[src/rtl/mbox_pkg.sv]
package mbox_pkg;
  localparam int STAT_W = 8;

  typedef enum logic [2:0] {
    SEL_NONE, SEL_STAT, SEL_CTRL, SEL_IN0, SEL_IN1, SEL_OUT0, SEL_OUT1
  } reg_sel_e;

  localparam logic [7:0] OFS_STAT = 8'h20;
  localparam logic [7:0] OFS_CTRL = 8'h22;
  localparam logic [7:0] OFS_IN0  = 8'h24;
  localparam logic [7:0] OFS_IN1  = 8'h26;
  localparam logic [7:0] OFS_OUT0 = 8'h28;
  localparam logic [7:0] OFS_OUT1 = 8'h2A;

  // events routed to each interrupt
  localparam logic [STAT_W-1:0] DSP_IRQ_MASK  = 8'hC3;
  localparam logic [STAT_W-1:0] HOST_IRQ_MASK = 8'h3C;
endpackage

[src/rtl/mbox_decode.sv]
module mbox_decode
  import mbox_pkg::*;
#(
  parameter int ADDR_W = 8
) (
  input  logic [ADDR_W-1:0] addr,
  output reg_sel_e          sel
);
  localparam logic [ADDR_W-1:0] EVEN_MASK = ~ADDR_W'(1);

  logic [ADDR_W-1:0] word;

  always_comb begin
    word = addr & EVEN_MASK;
    if      (word == ADDR_W'(OFS_STAT)) sel = SEL_STAT;
    else if (word == ADDR_W'(OFS_CTRL)) sel = SEL_CTRL;
    else if (word == ADDR_W'(OFS_IN0))  sel = SEL_IN0;
    else if (word == ADDR_W'(OFS_IN1))  sel = SEL_IN1;
    else if (word == ADDR_W'(OFS_OUT0)) sel = SEL_OUT0;
    else if (word == ADDR_W'(OFS_OUT1)) sel = SEL_OUT1;
    else                                sel = SEL_NONE;
  end
endmodule

[src/rtl/mbox_datafile.sv]
module mbox_datafile #(
  parameter int DATA_W  = 16,
  parameter int NUM_BOX = 4
) (
  input  logic                           clk,
  input  logic                           rst_n,
  input  logic [NUM_BOX-1:0]             h_we,
  input  logic [NUM_BOX-1:0]             d_we,
  input  logic [DATA_W-1:0]              h_wdata,
  input  logic [DATA_W-1:0]              d_wdata,
  output logic [NUM_BOX-1:0][DATA_W-1:0] box_q
);
  for (genvar b = 0; b < NUM_BOX; b++) begin : g_box
    logic              ce;
    logic [DATA_W-1:0] nxt;
    logic [DATA_W-1:0] q;

    always_comb begin
      ce  = h_we[b] | d_we[b];
      nxt = d_we[b] ? d_wdata : h_wdata;
    end

    always_ff @(posedge clk or negedge rst_n) begin
      if (!rst_n)  q <= '0;
      else if (ce) q <= nxt;
    end

    assign box_q[b] = q;

    AST_DSP_WINS_BOX: assert property (@(posedge clk) disable iff (!rst_n)
      (h_we[b] && d_we[b]) |=> (q == $past(d_wdata)));
  end
endmodule

[src/rtl/mbox_status.sv]
module mbox_status
  import mbox_pkg::*;
(
  input  logic              clk,
  input  logic              rst_n,
  input  logic [STAT_W-1:0] set_evt,
  input  logic [STAT_W-1:0] clr_mask,
  input  logic              en_we,
  input  logic [STAT_W-1:0] en_wdata,
  output logic [STAT_W-1:0] stat_q,
  output logic [STAT_W-1:0] en_q,
  output logic              dsp_irq,
  output logic              host_irq
);
  logic [STAT_W-1:0] stat_d;
  logic [STAT_W-1:0] en_d;
  logic              dsp_irq_d;
  logic              host_irq_d;

  always_comb begin
    stat_d     = (stat_q & ~clr_mask) | set_evt;
    en_d       = en_we ? en_wdata : en_q;
    dsp_irq_d  = |(stat_q & en_q & DSP_IRQ_MASK);
    host_irq_d = |(stat_q & en_q & HOST_IRQ_MASK);
  end

  always_ff @(posedge clk or negedge rst_n) begin
    if (!rst_n) begin
      stat_q   <= '0;
      en_q     <= '0;
      dsp_irq  <= 1'b0;
      host_irq <= 1'b0;
    end else begin
      stat_q   <= stat_d;
      en_q     <= en_d;
      dsp_irq  <= dsp_irq_d;
      host_irq <= host_irq_d;
    end
  end

  AST_SET_BEATS_CLEAR: assert property (@(posedge clk) disable iff (!rst_n)
    (|(set_evt & clr_mask)) |=> ((stat_q & $past(set_evt)) == $past(set_evt)));
  AST_W1C_CLEARS: assert property (@(posedge clk) disable iff (!rst_n)
    (|(clr_mask & ~set_evt)) |=> ((stat_q & $past(clr_mask & ~set_evt)) == '0));
  AST_DSP_IRQ_CAUSE: assert property (@(posedge clk) disable iff (!rst_n)
    $rose(dsp_irq) |-> $past(|(stat_q & en_q & DSP_IRQ_MASK)));
  AST_HOST_IRQ_CAUSE: assert property (@(posedge clk) disable iff (!rst_n)
    $rose(host_irq) |-> $past(|(stat_q & en_q & HOST_IRQ_MASK)));
endmodule

[src/rtl/mbox_ctrl.sv]
module mbox_ctrl
  import mbox_pkg::*;
#(
  parameter int ADDR_W = 8,
  parameter int DATA_W = 16
) (
  input  logic              clk,
  input  logic              rst_n,
  input  logic [ADDR_W-1:0] h_addr,
  input  logic              h_wr,
  input  logic              h_rd,
  input  logic [DATA_W-1:0] h_wdata,
  output logic [DATA_W-1:0] h_rdata,
  input  logic [ADDR_W-1:0] d_addr,
  input  logic              d_wr,
  input  logic              d_rd,
  input  logic [DATA_W-1:0] d_wdata,
  output logic [DATA_W-1:0] d_rdata,
  output logic              dsp_irq,
  output logic              host_irq
);
  localparam int NUM_BOX = 4;

  reg_sel_e                    h_sel, d_sel;
  logic [NUM_BOX-1:0]          h_we_box, d_we_box;
  logic [NUM_BOX-1:0][DATA_W-1:0] box_q;
  logic [STAT_W-1:0]           stat_q, en_q, set_evt, h_clr, d_clr, clr_mask, en_wdata;
  logic                        en_we;
  logic [DATA_W-1:0]           h_rmux, d_rmux, h_rdata_d, d_rdata_d;

  mbox_decode #(.ADDR_W(ADDR_W)) u_hdec (.addr(h_addr), .sel(h_sel));
  mbox_decode #(.ADDR_W(ADDR_W)) u_ddec (.addr(d_addr), .sel(d_sel));

  // write strobes and event generation
  always_comb begin
    h_we_box = {h_wr && (h_sel == SEL_OUT1), h_wr && (h_sel == SEL_OUT0),
                h_wr && (h_sel == SEL_IN1),  h_wr && (h_sel == SEL_IN0)};
    d_we_box = {d_wr && (d_sel == SEL_OUT1), d_wr && (d_sel == SEL_OUT0),
                d_wr && (d_sel == SEL_IN1),  d_wr && (d_sel == SEL_IN0)};
    h_clr    = (h_wr && (h_sel == SEL_STAT)) ? h_wdata[STAT_W-1:0] : '0;
    d_clr    = (d_wr && (d_sel == SEL_STAT)) ? d_wdata[STAT_W-1:0] : '0;
    clr_mask = h_clr | d_clr;
    set_evt  = {h_clr[5] & stat_q[5], h_clr[4] & stat_q[4],
                d_we_box[3], d_we_box[2],
                d_rd && (d_sel == SEL_IN1), d_rd && (d_sel == SEL_IN0),
                h_we_box[1], h_we_box[0]};
    en_we    = (h_wr && (h_sel == SEL_CTRL)) || (d_wr && (d_sel == SEL_CTRL));
    en_wdata = (d_wr && (d_sel == SEL_CTRL)) ? d_wdata[STAT_W-1:0] : h_wdata[STAT_W-1:0];
  end

  mbox_datafile #(.DATA_W(DATA_W), .NUM_BOX(NUM_BOX)) u_data (
    .clk(clk), .rst_n(rst_n), .h_we(h_we_box), .d_we(d_we_box),
    .h_wdata(h_wdata), .d_wdata(d_wdata), .box_q(box_q)
  );

  mbox_status u_stat (
    .clk(clk), .rst_n(rst_n), .set_evt(set_evt), .clr_mask(clr_mask),
    .en_we(en_we), .en_wdata(en_wdata), .stat_q(stat_q), .en_q(en_q),
    .dsp_irq(dsp_irq), .host_irq(host_irq)
  );

  // read-back selection
  always_comb begin
    unique case (h_sel)
      SEL_STAT: h_rmux = DATA_W'(stat_q);
      SEL_CTRL: h_rmux = DATA_W'(en_q);
      SEL_IN0:  h_rmux = box_q[0];
      SEL_IN1:  h_rmux = box_q[1];
      SEL_OUT0: h_rmux = box_q[2];
      SEL_OUT1: h_rmux = box_q[3];
      default:  h_rmux = '0;
    endcase
    unique case (d_sel)
      SEL_STAT: d_rmux = DATA_W'(stat_q);
      SEL_CTRL: d_rmux = DATA_W'(en_q);
      SEL_IN0:  d_rmux = box_q[0];
      SEL_IN1:  d_rmux = box_q[1];
      SEL_OUT0: d_rmux = box_q[2];
      SEL_OUT1: d_rmux = box_q[3];
      default:  d_rmux = '0;
    endcase
    h_rdata_d = h_rd ? h_rmux : h_rdata;
    d_rdata_d = d_rd ? d_rmux : d_rdata;
  end

  always_ff @(posedge clk or negedge rst_n) begin
    if (!rst_n) begin
      h_rdata <= '0;
      d_rdata <= '0;
    end else begin
      h_rdata <= h_rdata_d;
      d_rdata <= d_rdata_d;
    end
  end

  AST_HOST_RD_QUIET: assert property (@(posedge clk) disable iff (!rst_n)
    (!h_wr && !d_wr && !d_rd) |=> ($stable(stat_q) && $stable(box_q) && $stable(en_q)));
  AST_INBOX_FLAG: assert property (@(posedge clk) disable iff (!rst_n)
    (h_wr && (h_sel == SEL_IN0)) |=> stat_q[0]);
  AST_OUTBOX_VALID: assert property (@(posedge clk) disable iff (!rst_n)
    (d_wr && (d_sel == SEL_OUT1)) |=> stat_q[5]);
  AST_DRAIN_FLAG: assert property (@(posedge clk) disable iff (!rst_n)
    (d_rd && (d_sel == SEL_IN1)) |=> stat_q[3]);
endmodule

[config.mk]
export PLATFORM = sky130hd
export DESIGN_NAME = mbox_ctrl
export DESIGN_NICKNAME = d
export VERILOG_FILES = /design/src/rtl/mbox_pkg.sv /design/src/rtl/mbox_decode.sv /design/src/rtl/mbox_datafile.sv /design/src/rtl/mbox_status.sv /design/src/rtl/mbox_ctrl.sv
export SDC_FILE = /design/constraint.sdc
export NUM_CORES = 1
export LEC_CHECK = 0
export BUFFER_PORTS_ARGS = -buffer_cell sky130_fd_sc_hd__clkbuf_2
export CORE_ASPECT_RATIO = 0.75
export CORE_MARGIN = 1.5
export CORE_UTILIZATION = 46
export CTS_BUF_LIST = sky130_fd_sc_hd__clkbuf_8 sky130_fd_sc_hd__clkbuf_16
export DETAILED_ROUTE_END_ITERATION = 8
export PLACE_DENSITY = 0.62
export RECOVER_POWER = 25
export REMOVE_ABC_BUFFERS = 1
export SYNTH_ARGS = -nofsm -noshare
export SYNTH_HDL_FRONTEND = slang
export SYNTH_SLANG_ARGS = --single-unit
[constraint.sdc]
create_clock -name clk -period 2.9 [get_ports clk]
set_clock_uncertainty 0.2 [all_clocks]
set_input_delay 0.58 -clock clk [delete_from_list [all_inputs] [get_ports clk]]
set_output_delay 0.58 -clock clk [all_outputs]
set_load 0.03 [all_outputs]
==> run_results.csv <==
group,metric,value,unit
run_status,outcome,"finished with violations",
run_status,violations,"design-rule violations",
logic_synthesis,synth-seq-area-share,44.4,%
logic_synthesis,synth_edf_count,0,
global_routing,grt_pass1_vias,5615,
timing,worst_hold_slack,0.252,ns
cts,h-tree-depth,4,
logic_synthesis,ys_ff_latch,114,
die,rows,37,
cts,post_cts.repair.setup_buffers,0,
global_routing,met2_usage,45.0,%
final_layout,drive_gt1_share,27.5,%
critical_path,endpoint_kind,"register",
place,place_ws,0.206,ns
critical_path,critical_path.cell_chain,"clkbuf_2, or4b_4, or3_1, buf_4, mux2i_1, a21oi_1",
place,io_buffer_count,85,
place,place.gp.congestion,0.856,
logic_synthesis,syn-cell-area,0.00642,mm^2
logic_synthesis,async_flop_share,100,%
place,hpwl,14100,um
global_routing,grtUsageTotal,29.5,%
timing,finalHoldViolCount,0,
cts,cts_made_buffers,17,
cts,cts-root-buf,"clkbuf_16",
detailed_routing,antenna_left,0,
timing,setup_violations,0,
critical_path,path_depth,6,
worst_hold_path,hp-class,"input port to asynchronous set/reset pin",
global_routing,antenna_found_initial,0,
global_routing,met1_usage,40.6,%
cts,cts_hold_buf,0,
power,vdd_drop_max,461,uV
critical_path,worstRegToRegCells,3,
timing,rsz0062_at_grt,"false",
timing,period_needed,2.28,ns
final_layout,nets,778,
detailed_routing,wl_per_cell,22.5,um
power,p_per_area,637,mW/mm^2
detailed_routing,first_pass_iters,7,
cts,ctsResizeCount,0,
final_layout,nFillCells,1149,
die,core_area,0.0137,mm^2
cts,path_clk_slew,0.06,ns
timing,worst_slew_pin_slew,1.35,ns
cts,numClockSinks,114,
cts,cts_tree,"done",
critical_path,worstPathArrival,2.41,ns
global_routing,grt_pass1_wl,32500,um
final_layout,diodes,0,
job,maxCapViolations,0,
critical_path,worstPathRequired,3.03,ns
timing,fmax,440,MHz
cts,cts_max_path_buffers,2,
critical_path,crit_type,"input port to register",
final_layout,area_growth,21.1,%
die,start_util,47.0,%
global_routing,grt.busiest_layer,"met2",
detailed_routing,drt_iter0_drc,470,
critical_path,crit_buf_inv,2,
logic_synthesis,ys.flop_type,"dfrtp_1",
critical_path,cp_top_family,"simple AND/OR/NAND/NOR gates",
global_routing,grtUsageMet3,7.54,%
timing,finalWorstSetupSlack,0.625,ns
critical_path,crit_slowest_cell,"or4b_4",
detailed_routing,vias,5577,
timing,slew_violations,0,
cts,clk-insertion-delay-late,0.42,ns
die,pin_count,88,
power,p_leak,3.65,nW
global_routing,grt-ovfl-total,0,
die,die-area,0.0147,mm^2
logic_synthesis,syn_inst,621,
timing,period_share,78.5,%
global_routing,grt_max_degree,50,
critical_path,cp_max_fo,23,
detailed_routing,viasPerCell,6.12,
detailed_routing,wirelength,20500,um
critical_path,cp-start-kind,"input port",
critical_path,r2r-end,"h_rdata[0]",
critical_path,critical-path-max-stage-delay,0.74,ns
logic_synthesis,ys_warn_count,0,
die,die-height,105,um
critical_path,regToRegSetupSlack,1.25,ns
critical_path,reg2reg_from,"u_stat.stat_q[0]",
logic_synthesis,syn_area_per_cell,10.3,um^2
detailed_routing,route.detailed.drc,4,
timing,slew_headroom,9.92,%
logic_synthesis,synth_cell_types,45,
die,dieWidth,139,um
-- logic make-up after synthesis --
group / count (synthesis) / synth area share, %
buffers and inverters: 59 / 4.41
flip-flops: 114 / 44.4
AND/OR/NAND/NOR: 157 / 12.7
multiplexers: 133 / 22.7
AO/OA/AOI/OAI: 158 / 15.8
-- placed cells by master (no fill, tap or decap), drive strengths merged, types with 4 or more instances in the layout --
cell / n
o221ai: 7
mux4: 7
a221o: 7
a221oi: 5
clkinv: 4
buf: 43
nor4: 6
a211oi: 7
nand4: 5
nor2b: 7
o2bb2ai: 14
nand2b: 5
clkbuf: 106
nand2: 19
mux2i: 98
o21ai: 5
mux2: 28
inv: 16
a31o: 4
nand3: 5
a21oi: 88
dfrtp: 114
nor2: 71
nor3: 27
a22oi: 13
nor3b: 6
-- through the flow --
stage | power (mW) | TNS (ns) | utilization [%] | cell area (um^2) | std cells
3_3_place_gp | 2.78 | 0 | 52.6 | 7190 | 880
2_1_floorplan | 2.49 | -1.91 | - | 6180 | 575
6_report | 4.95 | 0 | 56.9 | 7770 | 912
3_5_place_dp | 2.83 | 0 | 52.6 | 7190 | 880
4_1_cts | 4.96 | 0 | 57.0 | 7780 | 912
5_1_grt | 5.15 | 0 | 56.9 | 7770 | 912
-- routing by layer --
| metal | vias up | part of all wire [%] |
|---|---|---|
| li1 | 2518 | - |
| met2 | 261 | 45 |
| met1 | 2756 | 45 |
| met3 | 42 | 8.1 |
| met5 | - | 0 |
| met4 | 0 | 2.2 |
-- how the worst max path moves through the flow --
stage	startpoint	end	slack, ns
floorplan	h_addr[4]	u_data.g_box[1].q[0]	-0.12
global placement	h_addr[4]	u_data.g_box[2].q[2]	0.26
detailed placement	h_addr[4]	u_data.g_box[2].q[10]	0.21
CTS	h_addr[4]	u_data.g_box[2].q[10]	0.63
global route	h_addr[4]	u_data.g_box[2].q[10]	0.57
finish	h_addr[4]	u_data.g_box[2].q[10]	0.62
-- power breakdown --
part / total (mW) / internal, mW / switching, mW
sequential: 2.03 / 1.82 / 0.205
combinational: 0.791 / 0.378 / 0.413
clock: 2.14 / 1.38 / 0.757
total: 4.95 / 3.58 / 1.37
-- Yosys cell counts (all sizes together) (6+ instances only) --
| library cell | n | area share (%) |
|---|---|---|
| a211oi | 7 | 0.82 |
| a21oi | 88 | 6.9 |
| a221o | 7 | 1.1 |
| a22oi | 13 | 1.5 |
| buf | 20 | 2.1 |
| clkbuf | 26 | 1.5 |
| dfrtp | 114 | 44 |
| inv | 13 | 0.76 |
| mux2 | 28 | 4.9 |
| mux2i | 98 | 15 |
| mux4 | 7 | 2.5 |
| nand2 | 19 | 1.1 |
| nor2 | 71 | 4.2 |
| nor2b | 7 | 0.68 |
| nor3 | 27 | 2.4 |
| nor3b | 6 | 0.78 |
| nor4 | 6 | 1.3 |
| o221ai | 7 | 0.96 |
| o2bb2ai | 14 | 1.9 |
-- flip-flops by register name (all words and copies together), names as in the netlist --
signal           flops
u_data.g_box.q      64
d_rdata             16
h_rdata             16
u_stat.en_q          8
u_stat.stat_q        8
u_stat.dsp_irq       1
u_stat.host_irq      1
-- final cells by class --
type	instances	area (um^2)	share of cell area, %
multi-input cells	448	3290	42.3
flip-flops and latches	114	2850	36.7
clock buffers	19	453	5.83
inverters	13	48.8	0.628
repair buffers	130	768	9.88
clock inverters	13	144	1.85
well taps	175	219	2.82
Power figures use the tool's default switching activity.
